==> config.mk <==
export PLATFORM = sky130hd
export DESIGN_NAME = afd_gap_ctrl
export DESIGN_NICKNAME = d
export VERILOG_FILES = /design/src/rtl/afd_pkg.sv /design/src/rtl/afd_ratio_window.sv /design/src/rtl/afd_delay_reg.sv /design/src/rtl/afd_gap_timer.sv /design/src/rtl/afd_gap_ctrl.sv
export SDC_FILE = /design/constraint.sdc
export NUM_CORES = 1
export LEC_CHECK = 0
export BUFFER_PORTS_ARGS = -buffer_cell sky130_fd_sc_hd__buf_2
export CAP_MARGIN = 5
export CORE_UTILIZATION = 60
export DETAILED_ROUTE_END_ITERATION = 10
export GPL_TIMING_DRIVEN = 0
export PLACE_DENSITY_LB_ADDON = 0.2
export SLEW_MARGIN = 5
export SYNTH_ARGS = -nofsm -noshare
export SYNTH_HDL_FRONTEND = slang
export SYNTH_SLANG_ARGS = --single-unit
==> constraint.sdc <==
create_clock -name clk -period 5.1 [get_ports clk]
set_clock_uncertainty 0.05 [all_clocks]
set_input_delay 1.02 -clock clk [delete_from_list [all_inputs] [get_ports clk]]
set_output_delay 1.02 -clock clk [all_outputs]
set_load 0.03 [all_outputs]
==> src/rtl/afd_pkg.sv <==
package afd_pkg;

  // Outcome of one observation window
  typedef enum logic [1:0] {
    ADJ_HOLD = 2'd0,
    ADJ_UP   = 2'd1,
    ADJ_DOWN = 2'd2
  } adj_e;

endpackage

==> src/rtl/afd_ratio_window.sv <==
module afd_ratio_window
  import afd_pkg::*;
#(
  parameter int WIN_FRAMES  = 256,
  parameter int RATIO_SHIFT = 4
) (
  input  logic clk,
  input  logic rst_n,
  input  logic clear_i,
  input  logic fire_i,
  input  logic retx_i,
  output logic close_o,
  output adj_e verdict_o
);

  localparam int CNT_W = $clog2(WIN_FRAMES + 1);
  localparam int CMP_W = CNT_W + RATIO_SHIFT;

  logic [CNT_W-1:0] all_cnt, retx_cnt;
  logic [CNT_W-1:0] all_nx, retx_nx;
  logic [CMP_W-1:0] retx_scaled, all_ext;
  adj_e             judge;

  // Counts including the frame accepted this cycle
  always_comb begin
    all_nx  = all_cnt + CNT_W'(1);
    retx_nx = retx_cnt + CNT_W'(retx_i);
  end

  assign close_o = fire_i && (all_cnt == CNT_W'(WIN_FRAMES - 1));

  // Ratio test by shift and compare: retx * 2^SHIFT > all
  always_comb begin
    retx_scaled = CMP_W'(retx_nx) << RATIO_SHIFT;
    all_ext     = CMP_W'(all_nx);
    if (retx_nx == '0)
      judge = ADJ_DOWN;
    else if (retx_scaled > all_ext)
      judge = ADJ_UP;
    else
      judge = ADJ_HOLD;
  end

  assign verdict_o = close_o ? judge : ADJ_HOLD;

  always_ff @(posedge clk or negedge rst_n) begin
    if (!rst_n) begin
      all_cnt  <= '0;
      retx_cnt <= '0;
    end else if (clear_i || close_o) begin
      all_cnt  <= '0;
      retx_cnt <= '0;
    end else if (fire_i) begin
      all_cnt  <= all_nx;
      retx_cnt <= retx_nx;
    end
  end

  AST_ALL_BELOW_WIN: assert property (@(posedge clk) disable iff (!rst_n)
    all_cnt < CNT_W'(WIN_FRAMES));
  AST_RETX_LE_ALL: assert property (@(posedge clk) disable iff (!rst_n)
    retx_cnt <= all_cnt);
  AST_CLEAR_EMPTIES: assert property (@(posedge clk) disable iff (!rst_n)
    clear_i |=> (all_cnt == '0 && retx_cnt == '0));
  AST_IDLE_KEEPS_CNT: assert property (@(posedge clk) disable iff (!rst_n)
    (!fire_i && !clear_i) |=> ($stable(all_cnt) && $stable(retx_cnt)));

endmodule

==> src/rtl/afd_delay_reg.sv <==
module afd_delay_reg
  import afd_pkg::*;
#(
  parameter int DLY_W    = 16,
  parameter int DLY_INIT = 20,
  parameter int DLY_MIN  = 6,
  parameter int DLY_MAX  = 40,
  parameter int DLY_STEP = 12
) (
  input  logic             clk,
  input  logic             rst_n,
  input  logic             clear_i,
  input  logic             close_i,
  input  adj_e             verdict_i,
  output logic [DLY_W-1:0] delay_o
);

  localparam int EXT_W = DLY_W + 1;

  logic [DLY_W-1:0] dly_q, dly_up, dly_dn, dly_nx;

  generate
    if (DLY_STEP == 0) begin : g_fixed
      // Zero step: the gap never adapts
      assign dly_up = dly_q;
      assign dly_dn = dly_q;
    end else begin : g_adapt
      logic [EXT_W-1:0] up_sum, dn_floor;
      always_comb begin
        up_sum   = {1'b0, dly_q} + EXT_W'(DLY_STEP);
        dn_floor = EXT_W'(DLY_MIN) + EXT_W'(DLY_STEP);
        dly_up   = (up_sum > EXT_W'(DLY_MAX)) ? DLY_W'(DLY_MAX) : up_sum[DLY_W-1:0];
        dly_dn   = ({1'b0, dly_q} < dn_floor) ? DLY_W'(DLY_MIN) : dly_q - DLY_W'(DLY_STEP);
      end
    end
  endgenerate

  always_comb begin
    dly_nx = dly_q;
    if (close_i) begin
      unique case (verdict_i)
        ADJ_UP:   dly_nx = dly_up;
        ADJ_DOWN: dly_nx = dly_dn;
        default:  dly_nx = dly_q;
      endcase
    end
  end

  always_ff @(posedge clk or negedge rst_n) begin
    if (!rst_n)       dly_q <= DLY_W'(DLY_INIT);
    else if (clear_i) dly_q <= DLY_W'(DLY_INIT);
    else              dly_q <= dly_nx;
  end

  assign delay_o = dly_q;

  AST_DLY_IN_RANGE: assert property (@(posedge clk) disable iff (!rst_n)
    (!$past(clear_i) && $past(close_i)) |-> (dly_q >= DLY_W'(DLY_MIN) && dly_q <= DLY_W'(DLY_MAX)));
  AST_DLY_ONLY_AT_CLOSE: assert property (@(posedge clk) disable iff (!rst_n)
    (!clear_i && !close_i) |=> $stable(dly_q));
  AST_START_INIT: assert property (@(posedge clk) disable iff (!rst_n)
    clear_i |=> (dly_q == DLY_W'(DLY_INIT)));
  AST_HOLD_KEEPS: assert property (@(posedge clk) disable iff (!rst_n)
    (!clear_i && close_i && verdict_i == ADJ_HOLD) |=> $stable(dly_q));

endmodule

==> src/rtl/afd_gap_timer.sv <==
module afd_gap_timer #(
  parameter int DLY_W = 16
) (
  input  logic             clk,
  input  logic             rst_n,
  input  logic             clear_i,
  input  logic             load_i,
  input  logic [DLY_W-1:0] load_val_i,
  output logic             idle_o
);

  logic [DLY_W-1:0] gap_cnt;

  always_ff @(posedge clk or negedge rst_n) begin
    if (!rst_n)              gap_cnt <= '0;
    else if (clear_i)        gap_cnt <= '0;
    else if (load_i)         gap_cnt <= load_val_i;
    else if (gap_cnt != '0)  gap_cnt <= gap_cnt - DLY_W'(1);
  end

  assign idle_o = (gap_cnt == '0);

  AST_GAP_LOAD_BLOCKS: assert property (@(posedge clk) disable iff (!rst_n)
    (load_i && !clear_i && load_val_i != '0) |=> !idle_o);
  AST_GAP_COUNTS_DOWN: assert property (@(posedge clk) disable iff (!rst_n)
    (!load_i && !clear_i && gap_cnt != '0) |=> (gap_cnt == $past(gap_cnt) - DLY_W'(1)));
  AST_GAP_NO_LOAD_BUSY: assert property (@(posedge clk) disable iff (!rst_n)
    (load_i && !clear_i) |-> idle_o);

endmodule

==> src/rtl/afd_gap_ctrl.sv <==
module afd_gap_ctrl
  import afd_pkg::*;
#(
  parameter int DLY_W       = 16,
  parameter int DLY_INIT    = 20,
  parameter int DLY_MIN     = 6,
  parameter int DLY_MAX     = 40,
  parameter int DLY_STEP    = 12,
  parameter int WIN_FRAMES  = 256,
  parameter int RATIO_SHIFT = 4
) (
  input  logic             clk,
  input  logic             rst_n,
  input  logic             start_i,
  input  logic             send_valid_i,
  input  logic             send_retx_i,
  output logic             send_ready_o,
  output logic [DLY_W-1:0] delay_o
);

  logic gap_idle;
  logic fire;
  logic win_close;
  adj_e win_verdict;

  // Start takes priority: no frame is taken in its cycle
  assign send_ready_o = gap_idle && !start_i;
  assign fire         = send_valid_i && send_ready_o;

  afd_ratio_window #(
    .WIN_FRAMES (WIN_FRAMES),
    .RATIO_SHIFT(RATIO_SHIFT)
  ) u_window (
    .clk      (clk),
    .rst_n    (rst_n),
    .clear_i  (start_i),
    .fire_i   (fire),
    .retx_i   (send_retx_i),
    .close_o  (win_close),
    .verdict_o(win_verdict)
  );

  afd_delay_reg #(
    .DLY_W   (DLY_W),
    .DLY_INIT(DLY_INIT),
    .DLY_MIN (DLY_MIN),
    .DLY_MAX (DLY_MAX),
    .DLY_STEP(DLY_STEP)
  ) u_delay (
    .clk      (clk),
    .rst_n    (rst_n),
    .clear_i  (start_i),
    .close_i  (win_close),
    .verdict_i(win_verdict),
    .delay_o  (delay_o)
  );

  // Gap after a frame uses the delay in force when it was accepted
  afd_gap_timer #(
    .DLY_W(DLY_W)
  ) u_gap (
    .clk       (clk),
    .rst_n     (rst_n),
    .clear_i   (start_i),
    .load_i    (fire),
    .load_val_i(delay_o),
    .idle_o    (gap_idle)
  );

  AST_READY_AFTER_START: assert property (@(posedge clk) disable iff (!rst_n)
    start_i |=> send_ready_o);
  AST_NO_READY_IN_START: assert property (@(posedge clk) disable iff (!rst_n)
    start_i |-> !send_ready_o);
  AST_BUSY_AFTER_SEND: assert property (@(posedge clk) disable iff (!rst_n)
    (send_valid_i && send_ready_o && delay_o != '0) |=> !send_ready_o);

endmodule

==> flow_summary.yaml, run 1 <==
outcome:
  status: "complete, no violations"
sta:
  post-route-min-period_ns: 4.038
  finalHoldViolCount: 0
  max_slew.worst_pin.slew_ns: 1.107
  finalSetupTns_ns: 0
  layout_worst_path_cycle_share_pct: 79.18
  max_slew_margin_pct: 26.20
  unrepaired_setup_endpoints_after_global_routing: "false"
  achievable-frequency_mhz: 247.6
  report.final.setup_viol: 0
  timing_max_transition_violations_final: 0
floorplanning:
  die_width_um: 77.94
  floorplan.io_pins: 22
  design.die.area_mm2: 0.006074
  std_cell_rows: 27
  core-area_mm2: 0.005540
  start_util_pct: 62.44
  die_y_um: 77.94
placement:
  place_congestion: 0.9228
  dp_hpwl_um: 6203
  place.port_buffers: 19
pwr:
  max-vdd-ir-drop_uv: 191.8
  power_w: 0.001362
  leakagePower_nw: 1.670
  power_density_mw_per_mm2: 361.8
layout:
  layout-drive-gt1-share_pct: 11.16
  final_cell_mix: "sky130_fd_sc_hd__dfrtp_1 (47), sky130_fd_sc_hd__nor2_1 (45), sky130_fd_sc_hd__nand2_1 (35)"
  finish.net_count: 458
  areaGrowthSynthToFinish_pct: 8.825
  num_antenna_cells: 0
  layout_commonest_cell: "sky130_fd_sc_hd__dfrtp_1"
synth:
  synth-edff-count: 0
  ys_async_sr_fraction_pct: 100.0
  most_used_flip_flop_cell_after_synthesis: "sky130_fd_sc_hd__dfrtp_1"
  synth-seq-cells: 49
  seq_area_frac_synth_pct: 35.52
  synth_area_per_cell_um2: 8.397
  synth.cell_area_mm2: 0.003460
  synthesis.nets: 432
  synth_warnings: 0
  netlist-cell-type-count: 66
  synth_cells: 412
global_route:
  antenna_found_initial: 0
  largest_net_degree_at_the_start_of_global_routing: 50
  globalRouteTotalUtil_pct: 30.30
  via_count_of_the_first_global_routing_pass: 3091
  grt_pass1_wl_um: 14570
  global_route.overflow_total: 0
route:
  met2WireLength_um: 3929
  highest_metal_layer_with_signal_wires: "met4"
  first_pass_iters: 5
  drt_drc_violations_left: 0
  antenna_viol_nets_final: 0
  routedWlPerCell_um: 17.12
  drt-initial-drc-count: 274
  total_wire_length_after_detailed_routing_um: 8748
  via_count: 3328
  routed-wl-met3_um: 586
  wirelength_met1_um: 4023
  routed_via_density: 6.513
clock_tree:
  post_cts.repair.setup_buffers: 0
  ctsLongestPathBuffers: 2
  clkSlewWorstSetupHoldPaths_ns: 0.09
  tritoncts_num_sinks: 49
  cts-buffers-inserted: 5
  htree_num_levels: 2
  cts_tree: "done"
  cts_resized: 0
  clock_tree.root_cell: "sky130_fd_sc_hd__clkbuf_8"
  ctsHoldBuffers: 0
  clock_latency_reported_for_the_late_side_of_the_worst_skew_pair_ns: 0.31
setup_path:
  critPathLaunchType: "primary input"
  worst-path-max-fanout: 8
  arrival_ns: 4.21
  critical_path_class: "in -> reg"
  crit_path_end_kind: "flop"
  critPathRequiredTime_ns: 5.27
hold_path:
  holdCritPathClass: "reg -> reg"
job:
  maxCapViolations: 0
## final cells by class
| type | instances | area (µm²) |
|---|---|---|
| multi-input cells | 329 | 2082 |
| fillers | 467 | 1775 |
| flip-flops and latches | 49 | 1229 |
| plain buffers | 23 | 107.6 |
| repair buffers | 19 | 95.09 |
| well taps | 72 | 90.09 |
| clock buffers | 6 | 82.58 |
| inverters | 11 | 41.29 |
| clock inverters | 2 | 37.54 |
## cell families (layout without fill, tap and decap cells)
| family | count (synthesis) | in the layout | share of synthesized area (%) |
|---|---|---|---|
| AND/OR/NAND/NOR | 182 | 182 | 27.27 |
| AO/OA/AOI/OAI | 112 | 112 | 22.50 |
| flip-flops | 49 | 49 | 35.52 |
| buffers and inverters | 34 | 61 | 4.303 |
| XOR/XNOR | 17 | 17 | 4.304 |
| adder cells (fa/ha/maj) | 15 | 15 | 5.425 |
| multiplexers | 2 | 2 | 0.5787 |
| other | 1 | 1 | 0.1084 |
## worst max-delay path: stages
cell and delay [ns]:
sky130_fd_sc_hd__buf_2 0.12, sky130_fd_sc_hd__ha_1 0.19, sky130_fd_sc_hd__ha_1 0.23, sky130_fd_sc_hd__and3_1 0.23, sky130_fd_sc_hd__xnor2_1 0.30, sky130_fd_sc_hd__inv_1 0.09
sky130_fd_sc_hd__ha_1 0.32, sky130_fd_sc_hd__a21oi_1 0.14, sky130_fd_sc_hd__o21ai_0 0.13, sky130_fd_sc_hd__a311oi_1 0.26, sky130_fd_sc_hd__nor3_1 0.14, sky130_fd_sc_hd__nor4_2 0.69
sky130_fd_sc_hd__nor2_1 0.11, sky130_fd_sc_hd__a211oi_2 0.24
## power by group
part | switching (W) | total [W] | leakage [nW] | internal, W
Clock | 0.000137 | 0.000297 | 0.0574 | 0.000160
Combinational | 0.000350 | 0.000572 | 0.945 | 0.000222
Sequential | 0.0000499 | 0.000493 | 0.668 | 0.000443
Total | 0.000537 | 0.00136 | 1.67 | 0.000825
## Yosys cell counts (all sizes together), types with 2 or more instances
library cell,number,area [µm²]
and2,2,12.51
o211ai,4,35.03
a21o,2,15.01
o31ai,11,82.58
nor4,7,71.31
nand2,36,137.6
o32a,2,20.02
nand4,4,25.02
a211oi,12,107.6
nor2b,7,43.79
or3,12,80.08
mux2i,2,20.02
o22ai,2,12.51
o21bai,2,15.01
a21oi,17,85.08
nand2b,4,25.02
dfrtp,47,1176
a31oi,8,50.05
a311oi,3,26.28
and3,9,56.30
o21ai,31,155.2
dfstp,2,52.55
buf,8,51.29
and4,3,26.28
nor2,45,168.9
nor3,27,140.1
xor2,6,52.55
inv,11,41.29
a22o,3,26.28
ha,15,187.7
xnor2,11,96.34
nor3b,3,22.52
nand3,18,95.09
clkbuf,15,56.30
## registers in the layout (all words and copies together) (netlist names)
name	cells
u_gap.gap_cnt	16
u_window.all_cnt	9
u_delay.delay_o	15
u_window.retx_cnt	9
## routing by layer
metal,global-route usage [%],up-vias
met5,0,-
met4,12.78,0
met3,4.588,30
met2,47.79,151
met1,41.45,1580
li1,-,1567
## worst paths after layout
| check | startpoint | end | slack, ns | depth (start not counted) |
|---|---|---|---|---|
| max | send_retx_i | u_delay.delay_o[4] | 1.06 | 14 |
| min | u_window.all_cnt[8] | u_window.all_cnt[8] | 0.44 | 2 |
| max reg2reg | u_window.all_cnt[1] | u_delay.delay_o[4] | 1.21 | 13 |
| min reg2reg | u_window.all_cnt[8] | u_window.all_cnt[8] | 0.44 | 2 |
| max in group asynchronous | rst_n | u_delay.delay_o[1] | 3.46 | 1 |
| min in group asynchronous | rst_n | u_window.retx_cnt[8] | 0.86 | 1 |
## metrics by stage
| step | setup slack (ns) | std cells | util, % | hold WS (ns) | cell area [µm²] |
|---|---|---|---|---|---|
| finish | 1.062 | 511 | 67.95 | 0.4449 | 3765 |
| global route | 0.7921 | 511 | 67.95 | 0.4914 | 3765 |
| CTS | 1.136 | 511 | 67.95 | 0.4519 | 3765 |
| detailed placement | 0.8415 | 503 | 65.79 | 0.4319 | 3645 |
| global placement | 0.8759 | 503 | 65.79 | 0.4118 | 3645 |
| floorplan | 1.406 | 412 | - | 0.3998 | 3460 |
Note: power is estimated with default switching activity, not from simulation.
==> inputs of run 2 (changes only) <==
Settings changed: CORE_UTILIZATION 60 to 55.
Clock period 5.1 ns to 3.6 ns, I/O delays scaled along.
==> run 2 against run 1 <==
  * Via count shrank 4.6%
  * Sequential cell count is the same
  * Global-route usage shrank 2.5 points
  * Clock power grew 9.4%
  * Non-clock buffer count grew 2
  * Critical path depth is the same
  * Register-to-register slack lost 1.1 ns
  * Combinational power grew 43%
  * Critical path type is now reg -> reg
  * Largest power group unchanged
==> flow_summary.yaml, run 2 (synthesis results as in run 1) <==
layout:
  layout_commonest_cell: "sky130_fd_sc_hd__dfrtp_1"
  finish.net_count: 460
  flip_flop_count_of_the_largest_register_after_layout: 16
  areaGrowthSynthToFinish_pct: 10.02
  num_antenna_cells: 0
  max_flop_register: "u_gap.gap_cnt"
  final_core_util_pct: 63.53
  final_cell_mix: "sky130_fd_sc_hd__dfrtp_1 (46), sky130_fd_sc_hd__nor2_1 (45), sky130_fd_sc_hd__nand2_1 (35)"
  layout-drive-gt1-share_pct: 13.38
route:
  routedWlPerCell_um: 16.66
  via_count: 3174
  antenna_viol_nets_final: 0
  routed_via_density: 6.151
  drt_drc_violations_left: 0
  total_wire_length_after_detailed_routing_um: 8598
  first_pass_iters: 5
  drt-initial-drc-count: 264
hold_path:
  holdCritPathClass: "reg -> reg"
  hold_start: "u_window.all_cnt[8]"
setup_path:
  slowest_stage: "sky130_fd_sc_hd__dfrtp_2"
  worstSetupStartpoint: "u_window.all_cnt[1]"
  timing.reg2reg.setup_slack_ns: 0.13
  crit_path_end_kind: "flop"
  worst_setup_path_endpoint: "u_delay.delay_o[5]"
  r2r_start: "u_window.all_cnt[1]"
  critical_path_class: "reg -> reg"
  path_cells: "ha_2, and3_1, and3_2, and3_1, ha_1, ha_4, a21oi_2, o21ai_2, a311oi_2, nor3_4, o311a_1, buf_4, o221a_1, a31oi_1"
  arrival_ns: 3.63
  critPathLaunchType: "flop"
  r2r_end: "u_delay.delay_o[5]"
  critPathRequiredTime_ns: 3.76
  critical_path.most_common_cell: "sky130_fd_sc_hd__and3_1"
  timing.reg2reg.worst_path_depth: 14
  worst-path-max-fanout: 10
  timing.critical_path.slowest_cell_delay_ns: 0.46
sta:
  finalHoldViolCount: 0
  post-route-min-period_ns: 3.467
  hold_slack_ns: 0.4655
  final_critical_path_setup_slack_ns: 0.1327
  achievable-frequency_mhz: 288.4
  timing_max_transition_violations_final: 0
  finalSetupTns_ns: 0
  max_slew.worst_pin.slew_ns: 1.091
  report.final.setup_viol: 0
  layout_worst_path_cycle_share_pct: 96.31
  max_slew_margin_pct: 27.29
floorplanning:
  start_util_pct: 57.75
  std_cell_rows: 28
  floorplan.io_pins: 22
  design.die.area_mm2: 0.006611
  die_y_um: 81.31
  die_width_um: 81.31
  core-area_mm2: 0.005991
clock_tree:
  clkSlewWorstSetupHoldPaths_ns: 0.09
  htree_num_levels: 2
  ctsLongestPathBuffers: 2
  tritoncts_num_sinks: 49
  clock_latency_reported_for_the_late_side_of_the_worst_skew_pair_ns: 0.31
  cts_tree: "done"
  cts-buffers-inserted: 5
  clock_tree.root_cell: "sky130_fd_sc_hd__clkbuf_8"
global_route:
  via_count_of_the_first_global_routing_pass: 2883
  grt_pass1_wl_um: 14040
  largest_net_degree_at_the_start_of_global_routing: 50
  globalRouteTotalUtil_pct: 27.76
  global_route.overflow_total: 0
  antenna_found_initial: 0
pwr:
  max-vdd-ir-drop_uv: 408.5
  power_density_mw_per_mm2: 483.5
  power_w: 0.001840
  leakagePower_nw: 1.673
placement:
  dp_hpwl_um: 6142
  place.port_buffers: 19
  place_congestion: 0.8996
  detailedPlace.worstSlack_ns: -0.3420
outcome:
  status: "complete, no violations"
job:
  maxCapViolations: 0
run 2: cell count changes in the layout (fill, tap and decap cells not counted), moves of 2 or more:
cell,change
sky130_fd_sc_hd__a311oi_2,+2
sky130_fd_sc_hd__a311oi_1,-2
sky130_fd_sc_hd__ha_1,-2
sky130_fd_sc_hd__clkinv_2,+2
sky130_fd_sc_hd__buf_4,+3
run 2: routing by layer:
metal	up-vias	routed length, µm	share of wire [%]	GRT usage (%)
met1	1514	4169	48	40.53
met5	-	0	0	0
met3	11	440	5.1	3.708
met2	76	3853	45	42.25
met4	0	134	1.6	8.214
li1	1573	-	-	-
run 2: what timing repair did:
item | 4_1_cts | 5_1_grt
endpoints found under the hold margin | 0 | 0
pin swaps | 2 | 3
gates resized for setup | 4 | 10
buffers inserted | 0 | 2
hold buffers | 0 | 0
endpoints found under the setup margin | 11 | 12
run 2: layout make-up:
| cell class | count | area, µm² |
|---|---|---|
| Buffer | 23 | 110.1 |
| Clock buffer | 6 | 72.57 |
| Fill cell | 509 | 2185 |
| Timing Repair Buffer | 21 | 110.1 |
| Multi-Input combinational cell | 329 | 2138 |
| Tap cell | 75 | 93.84 |
| Clock inverter | 2 | 10.01 |
| Sequential cell | 49 | 1230 |
| Inverter | 11 | 41.29 |
run 2: per-stage QoR:
| step | cells | cell area [µm²] |
|---|---|---|
| 5_1_grt | 516 | 3806 |
| 2_1_floorplan | 412 | 3460 |
| 6_report | 516 | 3806 |
| 3_3_place_gp | 506 | 3649 |
| 3_5_place_dp | 506 | 3649 |
| 4_1_cts | 514 | 3746 |
run 2: worst min path at each step:
stage	to	slack [ns]	cells past startpoint
3_3_place_gp	u_window.all_cnt[8]	0.41	2
6_report	u_window.all_cnt[8]	0.47	2
5_1_grt	u_window.all_cnt[8]	0.51	2
4_1_cts	u_window.all_cnt[8]	0.44	2
2_1_floorplan	u_delay.delay_o[10]	0.37	0
3_5_place_dp	u_window.all_cnt[8]	0.42	2
run 2: report_power, final:
part	internal (W)	leakage (nW)	switching [W]
sequential	0.000628	0.666	0.0000695
clock	0.000135	0.0450	0.000189
combinational	0.000322	0.962	0.000497
run 2: critical path, delay by kind of cell (launching register included):
family	cells	cell delay, ns
DFF	1	0.46
AOI/OAI and AO/OA	6	1.16
and+or+nand+nor	4	0.76
adders and majority gates	3	0.77
buffers and inverters	1	0.18
==> inputs of run 3 (changes only) <==
Settings changed: CORE_UTILIZATION 55 to 56, SYNTH_HIERARCHICAL set to 1.
==> run 3 against run 2 <==
  * The run now ends with negative setup slack left
  * Maximum frequency shrank 6.4%
  * Worst hold slack lost 0.015 ns
  * Design area grew 20%
  * Clock power grew 30%
  * Synthesized cell count grew 7.0%
  * Critical endpoint is now u_delay/delay_o[13]
  * Largest cell class unchanged
  * Largest power group is now sequential cells
==> flow_summary.yaml, run 3 <==
sta:
  final_critical_path_setup_slack_ns: -0.1034
  timing_max_transition_violations_final: 0
  finalSetupTns_ns: -0.4402
  layout_worst_path_cycle_share_pct: 102.9
  post-route-min-period_ns: 3.703
  report.final.setup_viol: 11
  max_slew.worst_pin.slew_ns: 1.133
  achievable-frequency_mhz: 270.0
  hold_slack_ns: 0.4505
  max_slew_margin_pct: 24.49
  finalHoldViolCount: 0
  unrepaired_setup_endpoints_after_global_routing: "true"
clock_tree:
  ctsHoldBuffers: 0
  clock_latency_reported_for_the_late_side_of_the_worst_skew_pair_ns: 0.31
  ctsLongestPathBuffers: 2
  cts-buffers-inserted: 5
  htree_num_levels: 2
  clkSlewWorstSetupHoldPaths_ns: 0.10
  clock_tree.root_cell: "sky130_fd_sc_hd__clkbuf_8"
  cts_tree: "done"
  tritoncts_num_sinks: 49
layout:
  areaGrowthSynthToFinish_pct: 22.84
  final_cell_mix: "sky130_fd_sc_hd__nand2_1 (59), sky130_fd_sc_hd__dfrtp_1 (46), sky130_fd_sc_hd__nor2_1 (42)"
  max_flop_register: "u_gap/gap_cnt"
  layout.filler_cells: 470
  num_antenna_cells: 0
  layout_commonest_cell: "sky130_fd_sc_hd__nand2_1"
  finish.net_count: 512
  layout-drive-gt1-share_pct: 28.14
  flip_flop_count_of_the_largest_register_after_layout: 16
synth:
  synth-edff-count: 0
  synth_largest_type_area_fraction_pct: 31.67
  synth_area_leader_cell: "sky130_fd_sc_hd__dfrtp_1"
  yosys.cell_count.top_type: "sky130_fd_sc_hd__nand2_1"
  synth_cells: 441
  synth_common_cells: "sky130_fd_sc_hd__nand2_1 (61), sky130_fd_sc_hd__dfrtp_1 (47), sky130_fd_sc_hd__nor2_1 (42)"
  synth-compound-area-share_pct: 22.30
  synth_warnings: 6
  combinational_family_with_the_most_area_after_synthesis: "simple AND/OR/NAND/NOR gates"
  synthSimpleGateAreaFrac_pct: 27.90
  seq_area_frac_synth_pct: 33.09
  synthesis.nets: 460
  netlist-cell-type-count: 79
  post_synth_xor_area_fraction_pct: 5.896
  synth.cell_area_mm2: 0.003714
  most_used_flip_flop_cell_after_synthesis: "sky130_fd_sc_hd__dfrtp_1"
  synth_adder_area_share_pct: 4.717
  synth-seq-cells: 49
  synth_area_per_cell_um2: 8.421
  synth.mux.area_fraction_pct: 1.112
  ys_async_sr_fraction_pct: 100.0
  yosys-top-cells-area: "sky130_fd_sc_hd__dfrtp_1 (32%), sky130_fd_sc_hd__nand2_1 (6.2%), sky130_fd_sc_hd__ha_1 (4.7%), sky130_fd_sc_hd__nor2_1 (4.2%), sky130_fd_sc_hd__xnor2_1 (4.0%)"
setup_path:
  worst-path-max-fanout: 4
  critPathRequiredTime_ns: 3.77
  crit_path_end_kind: "flop"
  timing.reg2reg.worst_path_depth: 17
  arrival_ns: 3.88
  critPathLaunchType: "flop"
  critical_path_class: "reg -> reg"
global_route:
  global_route.overflow_total: 0
  via_count_of_the_first_global_routing_pass: 3266
  largest_net_degree_at_the_start_of_global_routing: 50
  antenna_found_initial: 0
  globalRouteTotalUtil_pct: 28.28
  grt_pass1_wl_um: 16220
route:
  drt_drc_violations_left: 0
  routedWlPerCell_um: 18.09
  first_pass_iters: 5
  antenna_viol_nets_final: 0
  drt-initial-drc-count: 254
  routed_via_density: 6.429
  total_wire_length_after_detailed_routing_um: 10330
  via_count: 3671
floorplanning:
  start_util_pct: 58.15
  design.die.area_mm2: 0.006961
  core-area_mm2: 0.006386
  std_cell_rows: 29
  die_y_um: 83.44
  die_width_um: 83.44
  floorplan.io_pins: 22
placement:
  place_congestion: 0.9167
  dp_hpwl_um: 6458
  place.port_buffers: 20
pwr:
  leakagePower_nw: 1.996
  power_w: 0.001655
  power_density_mw_per_mm2: 362.7
  max-vdd-ir-drop_uv: 333.0
hold_path:
  timing.hold.worst_path_depth: 2
  holdCritPathClass: "reg -> reg"
outcome:
  failing_checks: "negative setup slack"
  status: "finished with violations"
job:
  maxCapViolations: 0
-- run 3: kinds of logic after synthesis --
| logic type | Yosys count |
|---|---|
| other | 1 |
| buffers and inverters | 40 |
| adders and majority gates | 14 |
| and+or+nand+nor | 193 |
| muxes | 4 |
| xor gates and xnor gates | 25 |
| AOI/OAI and AO/OA | 115 |
| DFF | 49 |
-- run 3: power by group --
| part | switching (W) | internal [W] |
|---|---|---|
| logic | 0.000292 | 0.000262 |
| clock network | 0.000195 | 0.000226 |
| registers | 0.0000761 | 0.000604 |
-- run 3: critical path: stages (launching register included) --
cell	delay, ns
sky130_fd_sc_hd__dfrtp_1	0.44
sky130_fd_sc_hd__ha_4	0.19
sky130_fd_sc_hd__and3_4	0.18
sky130_fd_sc_hd__and3_4	0.19
sky130_fd_sc_hd__xnor2_2	0.12
sky130_fd_sc_hd__ha_1	0.29
sky130_fd_sc_hd__a21o_1	0.21
sky130_fd_sc_hd__a211o_1	0.31
sky130_fd_sc_hd__o221ai_2	0.20
sky130_fd_sc_hd__o221ai_2	0.18
sky130_fd_sc_hd__nand2b_4	0.22
sky130_fd_sc_hd__nor4_4	0.16
sky130_fd_sc_hd__buf_4	0.18
sky130_fd_sc_hd__nand2_4	0.05
sky130_fd_sc_hd__o32a_4	0.37
sky130_fd_sc_hd__nor2_1	0.08
sky130_fd_sc_hd__o211ai_1	0.09
sky130_fd_sc_hd__o211ai_1	0.10
-- run 3: worst paths after layout --
kind                                       endpoint  slack, ns           startpoint
worst max-delay path            u_delay/delay_o[13]      -0.10  u_window/all_cnt[1]
min in group asynchronous         u_gap/gap_cnt[13]       0.58                rst_n
max in group asynchronous       u_window/all_cnt[0]       2.14                rst_n
worst max register to register  u_delay/delay_o[13]      -0.10  u_window/all_cnt[1]
worst min-delay path            u_window/all_cnt[8]       0.45  u_window/all_cnt[8]
worst min register to register  u_window/all_cnt[8]       0.45  u_window/all_cnt[8]
-- run 3: area by class of cell --
| cell class | count | area, µm² | area share [%] |
|---|---|---|---|
| inverters | 11 | 41.29 | 0.9051 |
| flip-flops and latches | 49 | 1230 | 26.96 |
| clock inverters | 2 | 37.54 | 0.8228 |
| plain buffers | 29 | 172.7 | 3.785 |
| well taps | 77 | 96.34 | 2.112 |
| multi-input cells | 352 | 2597 | 56.94 |
| clock buffers | 6 | 82.58 | 1.810 |
| repair buffers | 45 | 304.0 | 6.665 |
-- run 3: per-layer routing --
metal	up-vias	part of all wire, %	global-route usage (%)
met2	168	46	43.14
met3	23	7.0	4.473
met5	-	0	0
met1	1776	45	41.79
met4	0	2.0	7.704
li1	1704	-	-
-- run 3: through the flow --
stage / util, % / area [µm²] / setup slack [ns] / std cells
2_1_floorplan: - / 3799 / 0.0004956 / 441
3_3_place_gp: 62.56 / 3995 / -0.4566 / 538
3_5_place_dp: 62.56 / 3995 / -0.5825 / 538
4_1_cts: 66.85 / 4269 / -0.0004472 / 556
5_1_grt: 71.43 / 4562 / -0.2248 / 571
6_report: 71.43 / 4562 / -0.1034 / 571
-- run 3: what timing repair did --
action | in CTS | in global routing
cloned | 0 | 1
resized for setup | 19 | 38
setup buffers | 10 | 14
hold endpoints to repair | 0 | 0
endpoints found under the setup margin | 13 | 14
pin swaps | 13 | 18
